## config.mk

```make
export PLATFORM = sky130hd
export DESIGN_NAME = tdm_rx_gate
export DESIGN_NICKNAME = d
export VERILOG_FILES = /design/src/rtl/rxg_pkg.sv /design/src/rtl/rxg_chan_track.sv /design/src/rtl/rxg_en_shadow.sv /design/src/rtl/rxg_deliver.sv /design/src/rtl/tdm_rx_gate.sv
export SDC_FILE = /design/constraint.sdc
export NUM_CORES = 1
export LEC_CHECK = 0
export ABC_AREA = 1
export BUFFER_PORTS_ARGS = -buffer_cell sky130_fd_sc_hd__clkbuf_2
export CORE_MARGIN = 10
export CORE_UTILIZATION = 49
export CTS_CLUSTER_SIZE = 12
export DETAILED_ROUTE_END_ITERATION = 8
export PLACE_DENSITY = 0.95
export SYNTH_ARGS = -nofsm -noshare
export SYNTH_HDL_FRONTEND = slang
export SYNTH_SLANG_ARGS = --single-unit
```

## constraint.sdc

```tcl
create_clock -name clk -period 3.85 [get_ports clk]
set_clock_uncertainty 0.1 [all_clocks]
set_input_delay 0.77 -clock clk [delete_from_list [all_inputs] [get_ports clk]]
set_output_delay 0.77 -clock clk [all_outputs]
set_load 0.01 [all_outputs]
```

## src/rtl/rxg_pkg.sv

```systemverilog
// Package: shared constants and types for the TDM receive channel gate.
// Assumes: interrupt mode encoding where 2'b00 means "interrupt on ready".
package rxg_pkg;

    typedef enum logic [1:0] {
        IRQ_ON_READY = 2'b00,
        IRQ_MODE_1   = 2'b01,
        IRQ_MODE_2   = 2'b10,
        IRQ_MODE_3   = 2'b11
    } rx_irq_mode_e;

    localparam int DEF_NUM_CH  = 128;
    localparam int DEF_PART_CH = 16;
    localparam int DEF_WORD_W  = 16;

endpackage

```

## src/rtl/rxg_chan_track.sv

```systemverilog
// Module: rxg_chan_track
// Tracks the channel position within a TDM frame. fsync_i opens a frame at
// channel 0. Each word strobe inside an open frame advances the channel, and
// the frame closes after the programmed number of words. The module also tells
// the enable bank when a new partition begins and which partition that is.
// Assumes: NUM_CH is a multiple of PART_CH, with at least two partitions.
module rxg_chan_track #(
    parameter int NUM_CH  = 128,
    parameter int PART_CH = 16,
    localparam int CH_W   = $clog2(NUM_CH),
    localparam int PW     = $clog2(PART_CH),
    localparam int BLK_W  = CH_W - PW,
    localparam int LEN_W  = CH_W + 1
) (
    input  logic             clk,
    input  logic             rst_n,
    input  logic             fsync_i,
    input  logic             word_done_i,
    input  logic [LEN_W-1:0] frame_len_i,
    output logic [PW-1:0]    chan_lo_o,
    output logic             active_o,
    output logic             step_o,
    output logic             blk_load_o,
    output logic [BLK_W-1:0] blk_idx_o
);

    logic [CH_W-1:0]  chan_q;
    logic             active_q;
    logic [LEN_W-1:0] len_eff;
    logic [LEN_W-1:0] last_w;
    logic [CH_W-1:0]  last_ch;
    logic             at_last;
    logic             blk_end;

    // Clamp the frame length: 0 or anything above NUM_CH means a full frame.
    always_comb begin
        if (frame_len_i == '0 || frame_len_i > LEN_W'(NUM_CH)) begin
            len_eff = LEN_W'(NUM_CH);
        end else begin
            len_eff = frame_len_i;
        end
        last_w  = len_eff - LEN_W'(1);
        last_ch = last_w[CH_W-1:0];
    end

    // A strobe counts only inside an open frame and never together with sync.
    assign step_o  = word_done_i && !fsync_i && active_q;
    assign at_last = (chan_q == last_ch);
    assign blk_end = &chan_q[PW-1:0];

    // Partition boundary: frame start, or a step from the final slot of a block.
    assign blk_load_o = fsync_i || (step_o && blk_end && !at_last);
    assign blk_idx_o  = fsync_i ? '0 : (chan_q[CH_W-1:PW] + BLK_W'(1));

    // Channel counter and frame-open flag.
    always_ff @(posedge clk) begin
        if (!rst_n) begin
            chan_q   <= '0;
            active_q <= 1'b0;
        end else if (fsync_i) begin
            chan_q   <= '0;
            active_q <= 1'b1;
        end else if (step_o) begin
            if (at_last) begin
                active_q <= 1'b0;
            end else begin
                chan_q <= chan_q + CH_W'(1);
            end
        end
    end

    assign chan_lo_o = chan_q[PW-1:0];
    assign active_o  = active_q;

endmodule

```

## src/rtl/rxg_en_shadow.sv

```systemverilog
// Module: rxg_en_shadow
// Holds a snapshot of the enable register for the partition now in progress.
// The flat enable bitmap is split into per-partition words. The snapshot of a
// partition is taken when its block begins, so a write during a block first
// acts on the next one.
// Assumes: blk_load_i and blk_idx_i come from rxg_chan_track.
module rxg_en_shadow #(
    parameter int NUM_CH   = 128,
    parameter int PART_CH  = 16,
    localparam int NUM_PART = NUM_CH / PART_CH,
    localparam int PW       = $clog2(PART_CH),
    localparam int BLK_W    = $clog2(NUM_PART)
) (
    input  logic              clk,
    input  logic              rst_n,
    input  logic [NUM_CH-1:0] chan_en_i,
    input  logic              blk_load_i,
    input  logic [BLK_W-1:0]  blk_idx_i,
    input  logic [PW-1:0]     chan_lo_i,
    output logic              slot_en_o
);

    logic [PART_CH-1:0] part_en [NUM_PART];
    logic [PART_CH-1:0] shadow_q;

    // Unpack the flat bitmap into one word per partition.
    for (genvar g = 0; g < NUM_PART; g++) begin : g_part
        assign part_en[g] = chan_en_i[g*PART_CH +: PART_CH];
    end

    // Capture the enables of the partition that is starting.
    always_ff @(posedge clk) begin
        if (!rst_n) begin
            shadow_q <= '0;
        end else if (blk_load_i) begin
            shadow_q <= part_en[blk_idx_i];
        end
    end

    assign slot_en_o = shadow_q[chan_lo_i];

endmodule

```

## src/rtl/rxg_deliver.sv

```systemverilog
// Module: rxg_deliver
// Moves taken words from the strobe into the data register. It keeps the
// receive buffer register, the ready and overrun flags, and the one-cycle DMA
// request and interrupt pulses.
// Assumes: step_i is a qualified in-frame strobe and slot_en_i is the enable
// bit of the current channel.
module rxg_deliver
    import rxg_pkg::*;
#(
    parameter int WORD_W = 16
) (
    input  logic              clk,
    input  logic              rst_n,
    input  logic              word_done_i,
    input  logic              step_i,
    input  logic              slot_en_i,
    input  logic              sel_mode_i,
    input  logic [1:0]        int_mode_i,
    input  logic [WORD_W-1:0] rx_word_i,
    input  logic              data_rd_i,
    output logic [WORD_W-1:0] data_o,
    output logic [WORD_W-1:0] buf_o,
    output logic              ready_o,
    output logic              overrun_o,
    output logic              dma_req_o,
    output logic              irq_o
);

    logic accept;
    logic irq_on_ready;

    assign accept       = step_i && (!sel_mode_i || slot_en_i);
    assign irq_on_ready = (int_mode_i == IRQ_ON_READY);

    // Buffer register: loads on every finished word.
    always_ff @(posedge clk) begin
        if (!rst_n) begin
            buf_o <= '0;
        end else if (word_done_i) begin
            buf_o <= rx_word_i;
        end
    end

    // Data register and ready flag.
    always_ff @(posedge clk) begin
        if (!rst_n) begin
            data_o  <= '0;
            ready_o <= 1'b0;
        end else if (accept) begin
            data_o  <= rx_word_i;
            ready_o <= 1'b1;
        end else if (data_rd_i) begin
            ready_o <= 1'b0;
        end
    end

    // Sticky overrun: set by a new word over an unread one, cleared by a read.
    always_ff @(posedge clk) begin
        if (!rst_n) begin
            overrun_o <= 1'b0;
        end else if (accept && ready_o && !data_rd_i) begin
            overrun_o <= 1'b1;
        end else if (data_rd_i) begin
            overrun_o <= 1'b0;
        end
    end

    // One-cycle event pulses.
    always_ff @(posedge clk) begin
        if (!rst_n) begin
            dma_req_o <= 1'b0;
            irq_o     <= 1'b0;
        end else begin
            dma_req_o <= accept;
            irq_o     <= accept && !ready_o && irq_on_ready;
        end
    end

endmodule

```

## src/rtl/tdm_rx_gate.sv

```systemverilog
// Module: tdm_rx_gate (top)
// Receive channel gating for a TDM frame of up to NUM_CH word channels, with
// per-channel enables grouped in partitions of PART_CH channels.
// Assumes: word strobes come from a receive shifter in the same clock domain.
module tdm_rx_gate #(
    parameter int NUM_CH   = 128,
    parameter int PART_CH  = 16,
    parameter int WORD_W   = 16,
    localparam int CH_W    = $clog2(NUM_CH),
    localparam int PW      = $clog2(PART_CH),
    localparam int BLK_W   = CH_W - PW,
    localparam int LEN_W   = CH_W + 1
) (
    input  logic              clk,
    input  logic              rst_n,
    input  logic              fsync_i,
    input  logic              word_done_i,
    input  logic [WORD_W-1:0] rx_word_i,
    input  logic [LEN_W-1:0]  frame_len_i,
    input  logic              sel_mode_i,
    input  logic [1:0]        int_mode_i,
    input  logic [NUM_CH-1:0] chan_en_i,
    input  logic              data_rd_i,
    output logic [WORD_W-1:0] data_o,
    output logic [WORD_W-1:0] buf_o,
    output logic              ready_o,
    output logic              overrun_o,
    output logic              dma_req_o,
    output logic              irq_o
);

    logic [PW-1:0]    chan_lo;
    logic             frame_act;
    logic             step;
    logic             blk_load;
    logic [BLK_W-1:0] blk_idx;
    logic             slot_en;

    rxg_chan_track #(
        .NUM_CH  (NUM_CH),
        .PART_CH (PART_CH)
    ) u_track (
        .clk         (clk),
        .rst_n       (rst_n),
        .fsync_i     (fsync_i),
        .word_done_i (word_done_i),
        .frame_len_i (frame_len_i),
        .chan_lo_o   (chan_lo),
        .active_o    (frame_act),
        .step_o      (step),
        .blk_load_o  (blk_load),
        .blk_idx_o   (blk_idx)
    );

    rxg_en_shadow #(
        .NUM_CH  (NUM_CH),
        .PART_CH (PART_CH)
    ) u_shadow (
        .clk        (clk),
        .rst_n      (rst_n),
        .chan_en_i  (chan_en_i),
        .blk_load_i (blk_load),
        .blk_idx_i  (blk_idx),
        .chan_lo_i  (chan_lo),
        .slot_en_o  (slot_en)
    );

    rxg_deliver #(
        .WORD_W (WORD_W)
    ) u_deliver (
        .clk         (clk),
        .rst_n       (rst_n),
        .word_done_i (word_done_i),
        .step_i      (step),
        .slot_en_i   (slot_en),
        .sel_mode_i  (sel_mode_i),
        .int_mode_i  (int_mode_i),
        .rx_word_i   (rx_word_i),
        .data_rd_i   (data_rd_i),
        .data_o      (data_o),
        .buf_o       (buf_o),
        .ready_o     (ready_o),
        .overrun_o   (overrun_o),
        .dma_req_o   (dma_req_o),
        .irq_o       (irq_o)
    );

endmodule

```

==> results of run 1 <==
## power breakdown
| group | switching, W | internal (W) |
|---|---|---|
| Sequential | 0.0000166 | 0.000653 |
| Combinational | 0.000160 | 0.000137 |
| Clock | 0.000238 | 0.000309 |
## placed cells by master, fill, tap and decap left out, types with 3 or more instances in the layout
| master | Yosys | final |
|---|---|---|
| o311ai_0 | 6 | 6 |
| nor3_1 | 30 | 30 |
| nand3b_1 | 3 | 3 |
| o21ai_0 | 46 | 46 |
| nand3_1 | 14 | 14 |
| a31oi_1 | 4 | 4 |
| a21oi_1 | 9 | 9 |
| nand2_1 | 73 | 73 |
| clkinv_1 | 5 | 5 |
| o211ai_1 | 8 | 8 |
| ha_1 | 3 | 3 |
| nor2_2 | 1 | 3 |
| xor2_1 | 7 | 7 |
| clkbuf_2 | 0 | 195 |
| nor2_1 | 174 | 172 |
| dfxtp_1 | 60 | 60 |
| or2_2 | 7 | 7 |
| o221ai_1 | 32 | 32 |
| a31o_2 | 8 | 8 |
| inv_1 | 27 | 27 |
| nand4_1 | 4 | 4 |
| nand3_2 | 4 | 4 |
| buf_4 | 0 | 7 |
| clkbuf_8 | 0 | 10 |
| o22ai_1 | 4 | 4 |
| clkinv_2 | 0 | 3 |
## worst min path at each step
stage	start	to	depth (start not counted)
global route	u_deliver.overrun_o$_SDFFE_PN0P_	u_deliver.overrun_o$_SDFFE_PN0P_	2
floorplan	u_shadow.shadow_q[1]$_SDFFE_PN0P_	u_shadow.shadow_q[1]$_SDFFE_PN0P_	2
finish	u_deliver.overrun_o$_SDFFE_PN0P_	u_deliver.overrun_o$_SDFFE_PN0P_	2
global placement	u_deliver.overrun_o$_SDFFE_PN0P_	u_deliver.overrun_o$_SDFFE_PN0P_	2
detailed placement	u_deliver.overrun_o$_SDFFE_PN0P_	u_deliver.overrun_o$_SDFFE_PN0P_	2
CTS	u_deliver.overrun_o$_SDFFE_PN0P_	u_deliver.overrun_o$_SDFFE_PN0P_	2
## flip-flops by register name, summed over array words and instances (netlist names)
register	count
u_shadow.shadow_q	16
u_track.active_o	1
u_deliver.dma_req_o	1
u_deliver.buf_o	16
u_deliver.overrun_o	1
u_deliver.data_o	16
u_deliver.ready_o	1
u_deliver.irq_o	1
u_track.chan_q	7
## cell families (layout without fill, tap and decap cells)
kind of cell    count (synthesis)  count (layout)  share of synthesized area, %
simple gates                  314             314                         35.21
fa+ha+maj                       3               3                         1.005
flops                          60              60                         32.16
buf+inv                        69             250                         7.337
xor+xnor                        9               9                         2.111
compound gates                120             120                         22.18
## per-stage QoR
stage               area, um^2  power [W]  std cells
floorplan                 3735  0.0008398        575
CTS                       4932   0.001525        855
finish                    4932   0.001514        855
detailed placement        4742  0.0009778        840
global placement          4742  0.0009663        840
global route              4932   0.001594        855
## area by class of cell
cell class                      instances  area, um^2  share of cell area, %
Inverter                               33       123.9                  2.511
Timing Repair Buffer                  202        1028                  20.85
Tap cell                               99       123.9                  2.511
Clock inverter                          5       52.55                  1.065
Multi-Input combinational cell        446        2265                  45.92
Sequential cell                        60        1201                  24.35
Clock buffer                           10       137.6                  2.790
## worst min-delay path, cell delays in order, from the launching register on
cell,delay [ns]
dfxtp_1,0.31
inv_1,0.04
a21oi_1,0.05
## routing by layer
| layer | part of all wire [%] | vias to the layer above | GRT usage [%] | wire length, um |
|---|---|---|---|---|
| li1 | - | 2308 | - | - |
| met1 | 39 | 2108 | 25.47 | 5242 |
| met2 | 51 | 185 | 39.92 | 6807 |
| met3 | 7.2 | 30 | 5.928 | 965 |
| met4 | 2.9 | 0 | 7.834 | 393 |
| met5 | 0 | - | 0 | 0 |
==> results.ini, run 1 <==
[layout]
syn_to_final_growth_pct=32.06
final_util_pct=67.28
fillers=682
drive_gt1_share_pct=32.28
fin_nets=915
antenna-diode-count=0

[synth]
ys.flop_type=dfxtp_1
avgSynthCellArea_um2=6.495
synth_seq_cells=60
synthTopCellsByCount=174 x nor2_1, 73 x nand2_1, 60 x dfxtp_1, 46 x o21ai_0, 32 x o221ai_1
synth_warnings=0
synthTopCellsByArea=dfxtp_1 32%, nor2_1 17%, o221ai_1 7.5%, nand2_1 7.3%, o21ai_0 6.2%
yosysTopAreaCell=dfxtp_1
syn_nets=738
syn_inst=575
yosysMostFrequentCell=nor2_1
ys_types=33
syn_area_mm2=0.003735
synth_top_area_share_pct=32.16
synth-edff-count=0
async_flop_share_pct=0
seq_area_frac_synth_pct=32.16

[critical_path]
startpoint=frame_len_i[5]
endpoint=u_track.chan_q[0]$_SDFFE_PP0P_
worstPathCellList=clkbuf_2, nor2_1, nand2_1, o21ai_4, nand3_2, ha_1, nand2_1, xnor2_1, xor2_1, nand3_2, nor2_1, nor2_1, inv_1, nand2_1, a21oi_1
critPathCaptureType=flop
rr_endpoint=u_deliver.ready_o$_SDFFE_PN0P_
worst-r2r-cell-count=10
crit_family=simple AND/OR/NAND/NOR gates
cp.arrival_ns=3.12
criticalPathCategory=primary input to flop
r2r_start=u_track.chan_q[0]$_SDFFE_PP0P_
worst-path-stages=15
required_ns=4.01
crit_fanout=8
reg2reg_slack_ns=0.94
slowest_delay_ns=0.26
cp-start-kind=primary input
crit_path_top_delay_cell=o21ai_4
path_buf_inv=2

[cts]
cts_buffers=9
cts_tree=built
post_cts_buffers=0
cts_buffer_depth=2
clock_sinks=60
h-tree-depth=3
clockRootBuffer=clkbuf_8
ctsResizeCount=0
cts.clk_slew.worst_paths_ns=0.06
postCtsHoldBufs=0
clk_latency_ns=0.33

[global_route]
grt.overflow.total=0
grt.total_usage_pct=22.56
antenna_found_initial=0
grt_pass1_vias=4550
grt_max_degree=65
grt_pass1_wl_mm=21.58

[sta]
hold_slack_ns=0.3449
hold_violations=0
rsz0062_at_grt=no
tightest_slew_ns=0.9830
setup_viol=0
period_needed_ns=2.961
drv_slew=0
maxSlewHeadroom_pct=34.37
setup_ws_ns=0.8887
timing.final.crit_share_pct=76.92
fmax_mhz=337.7
tns_ns=0

[status]
run_status=finished, final reports clean

[placement]
io_buffers=195
hpwl_mm=10.59
dp_worst_setup_slack_ns=0.6128
gp_congestion=0.9696

[die]
rows=31
die_area_mm2=0.01151
initial_core_util_pct=50.95
num_io_pins=196
die_y_um=107.3
fp.dieW_um=107.3
placeableCoreArea_mm2=0.007331

[power]
powerDensity_mw_per_mm2=306.9
p_leak_nw=2.404
vdd_drop_max_mv=0.2288

[route]
antenna_left=0
drt_pass1_iterations=5
wl_mm=13.41
viasPerCell=5.416
wl_per_cell_um=15.68
drc_errors=0
dr.first_iter.drc_count=297
dr_total_vias=4631

[job]
cap_viol_max_count=0

[hold_path]
hp-class=flop to flop

No activity file was read; power rests on OpenSTA's default activity.
==> inputs of run 2 (changes only) <==
--- a/config.mk
+++ b/config.mk
@@ -8,10 +8,10 @@
 export ABC_AREA = 1
 export BUFFER_PORTS_ARGS = -buffer_cell sky130_fd_sc_hd__clkbuf_2
 export CORE_MARGIN = 10
-export CORE_UTILIZATION = 49
+export CORE_UTILIZATION = 41
 export CTS_CLUSTER_SIZE = 12
 export DETAILED_ROUTE_END_ITERATION = 8
-export PLACE_DENSITY = 0.95
+export PLACE_DENSITY = 0.89
 export SYNTH_ARGS = -nofsm -noshare
 export SYNTH_HDL_FRONTEND = slang
 export SYNTH_SLANG_ARGS = --single-unit
==> constraint.sdc (replaced) <==
create_clock -name clk -period 2.65 [get_ports clk]
set_clock_uncertainty 0.1 [all_clocks]
set_input_delay 0.53 -clock clk [delete_from_list [all_inputs] [get_ports clk]]
set_output_delay 0.53 -clock clk [all_outputs]
set_load 0.01 [all_outputs]
==> run 2 against run 1 <==
Against the previous run: sequential cell count unchanged; final cell count rose by 4.0%; count of clock-buffer cells in the layout grew 1.
==> results.ini, run 2 (synthesis gave the netlist of run 1 again) <==
[cts]
cts_tree=built  ; unchanged
h-tree-depth=3  ; unchanged
clockRootBuffer=clkbuf_8  ; unchanged
cts.clk_slew.worst_paths_ns=0.06  ; about the same
clk_latency_ns=0.34  ; was 0.33 ns
postCtsHoldBufs=0  ; unchanged
cts_buffers=9  ; unchanged
cts_buffer_depth=2  ; unchanged
clock_sinks=60  ; unchanged

[power]
vdd_drop_max_mv=0.2097  ; was 0.2288 mV
p_leak_nw=2.543  ; was 2.404 nW
powerDensity_mw_per_mm2=449.2  ; was 306.9 mW/mm^2
power.total_w=0.002323  ; was 0.001514 W

[route]
met2_length_mm=7.079  ; was 6.807 mm
wl_per_cell_um=15.18  ; was 15.68 um
routed.top_layer=met4  ; unchanged
drt_pass1_iterations=5  ; unchanged
wl_mm=13.49  ; was 13.41 mm
antenna_left=0  ; unchanged
dr.first_iter.drc_count=271  ; was 297
drc_errors=0  ; unchanged
wl_met3_um=861  ; was 965 um
dr_total_vias=4642  ; was 4631
viasPerCell=5.222  ; was 5.416
wl_met1_mm=5.283  ; was 5.242 mm

[global_route]
grt.total_usage_pct=19.35  ; was 22.56%
grt_max_degree=37  ; was 65
grt_pass1_wl_mm=21.20  ; was 21.58 mm
grt.overflow.total=0  ; unchanged
grt_pass1_vias=4504  ; was 4550
antenna_found_initial=0  ; unchanged

[hold_path]
holdPathStages=2  ; unchanged
holdCritStartpoint=int_mode_i[0]  ; was u_deliver.overrun_o$_SDFFE_PN0P_
min_to=u_deliver.irq_o$_SDFF_PN0_  ; was u_deliver.overrun_o$_SDFFE_PN0P_
hp-class=primary input to flop  ; was flop to flop

[placement]
gp_congestion=0.9094  ; was 0.9696
dp_worst_setup_slack_ns=-0.1104  ; was 0.6128 ns
io_buffers=195  ; unchanged
hpwl_mm=10.62  ; was 10.59 mm
dp_cells=874  ; was 840

[die]
num_io_pins=196  ; unchanged
die_area_mm2=0.01333  ; was 0.01151 mm^2
fp.dieW_um=115.4  ; was 107.3 um
placeableCoreArea_mm2=0.008806  ; was 0.007331 mm^2
die_y_um=115.4  ; was 107.3 um
initial_core_util_pct=42.41  ; was 50.95%
rows=34  ; was 31

[critical_path]
r2r_start=u_track.chan_q[5]$_SDFFE_PP0P_  ; was u_track.chan_q[0]$_SDFFE_PP0P_
slowest_delay_ns=0.23  ; was 0.26 ns
cp-start-kind=primary input  ; unchanged
crit_fanout=28  ; was 8
path_buf_inv=1  ; was 2
worstPathCellList=clkbuf_2, nor2_2, nand2_1, o21ai_4, nand3_2, ha_1, nand2_1, xnor2_1, xor2_1, nand3_2, o21ai_4, nand2_4, nand2_1, nand2_1, nor2_1  ; was clkbuf_2, nor2_1, nand2_1, o21ai_4, nand3_2, ha_1, nand2_1, xnor2_1, xor2_1, nand3_2, nor2_1, nor2_1, inv_1, nand2_1, a21oi_1
required_ns=2.82  ; was 4.01 ns
cp_common_cell=nand2_1
worst-r2r-cell-count=11  ; was 10
reg2reg_slack_ns=0.34  ; was 0.94 ns
crit_family=simple AND/OR/NAND/NOR gates  ; unchanged
criticalPathCategory=primary input to flop  ; unchanged
crit_path_top_delay_cell=ha_1  ; was o21ai_4
critPathCaptureType=flop  ; unchanged
cp.arrival_ns=2.60  ; was 3.12 ns
rr_endpoint=u_shadow.shadow_q[1]$_SDFFE_PN0P_  ; was u_deliver.ready_o$_SDFFE_PN0P_

[sta]
fmax_mhz=411.6
tightest_slew_ns=0.5313  ; was 0.9830 ns
timing.final.crit_share_pct=91.67
period_needed_ns=2.429
hold_slack_ns=0.2562  ; was 0.3449 ns
tns_ns=0  ; unchanged
setup_viol=0  ; unchanged
rsz0062_at_grt=no  ; unchanged
hold_violations=0  ; unchanged
maxSlewHeadroom_pct=64.54  ; was 34.37%
setup_ws_ns=0.2206  ; was 0.8887 ns
drv_slew=0  ; unchanged

[layout]
fin_nets=940  ; was 915
seq_area_mm2=0.001201  ; unchanged
reg.largest.list=u_deliver.buf_o: 16 flops, u_deliver.data_o: 16 flops, u_shadow.shadow_q: 16 flops  ; unchanged
antenna-diode-count=0  ; unchanged
drive_gt1_share_pct=34.57  ; was 32.28%
syn_to_final_growth_pct=38.46  ; was 32.06%
fillers=867  ; was 682
final_common_cell=clkbuf_2  ; unchanged
final_cell_mix=195 x clkbuf_2, 171 x nor2_1, 73 x nand2_1  ; was 195 x clkbuf_2, 172 x nor2_1, 73 x nand2_1
multiInputGateArea_mm2=0.002267  ; was 0.002265 mm^2
fin_cells=889  ; was 855

[job]
cap_viol_max_count=0  ; unchanged

[status]
run_status=finished, final reports clean  ; unchanged

run 2: worst max path at each step:
stage | from | endpoint | slack, ns | cells after the start
final | frame_len_i[1] | u_shadow.shadow_q[4]$_SDFFE_PN0P_ | 0.22 | 15
after global routing | frame_len_i[5] | u_shadow.shadow_q[7]$_SDFFE_PN0P_ | 0.06 | 15
after CTS | frame_len_i[1] | u_shadow.shadow_q[4]$_SDFFE_PN0P_ | 0.24 | 15
after detailed placement | frame_len_i[1] | u_shadow.shadow_q[0]$_SDFFE_PN0P_ | -0.11 | 14
after global placement | frame_len_i[1] | u_shadow.shadow_q[14]$_SDFFE_PN0P_ | 0.04 | 15
after floorplan | frame_len_i[1] | u_shadow.shadow_q[10]$_SDFFE_PN0P_ | 0.04 | 14
run 2: per-layer routing:
layer / track usage (%) / up-vias
met5: 0 / -
met4: 5.912 / 0
met3: 5.116 / 23
met2: 35.32 / 150
met1: 21.43 / 2101
li1: - / 2368
run 2: layout make-up:
class | count | area share [%]
Clock buffer | 11 | 2.734
Clock inverter | 4 | 1.428
Inverter | 33 | 2.395
Multi-Input combinational cell | 446 | 43.84
Sequential cell | 60 | 23.23
Tap cell | 108 | 2.613
Timing Repair Buffer | 227 | 23.76
run 2: power by group:
part           leakage [nW]  switching [W]  total (W)  internal [W]
sequential            0.493      0.0000239   0.000973      0.000949
clock                 0.109       0.000349   0.000899      0.000550
combinational          1.94       0.000234   0.000451      0.000217
total                  2.54       0.000607    0.00232       0.00172
run 2: metrics by stage:
stage | utilization (%) | area [um^2]
finish | 58.72 | 5171
global route | 58.72 | 5171
CTS | 58.70 | 5169
detailed placement | 56.25 | 4954
global placement | 56.25 | 4954
floorplan | - | 3735
run 2: what timing repair did:
item                                    in CTS  in global routing
buffers inserted                             0                  0
gates resized for setup                      0                  2
endpoints found under the setup margin       0                  2
run 2: worst reg2reg max path: cells and delay by family, from the launching register on:
family | cells | cell delay (ns)
buf+inv | 2 | 0.56
fa+ha+maj | 1 | 0.24
compound gates | 1 | 0.21
flops | 1 | 0.46
simple gates | 7 | 0.68
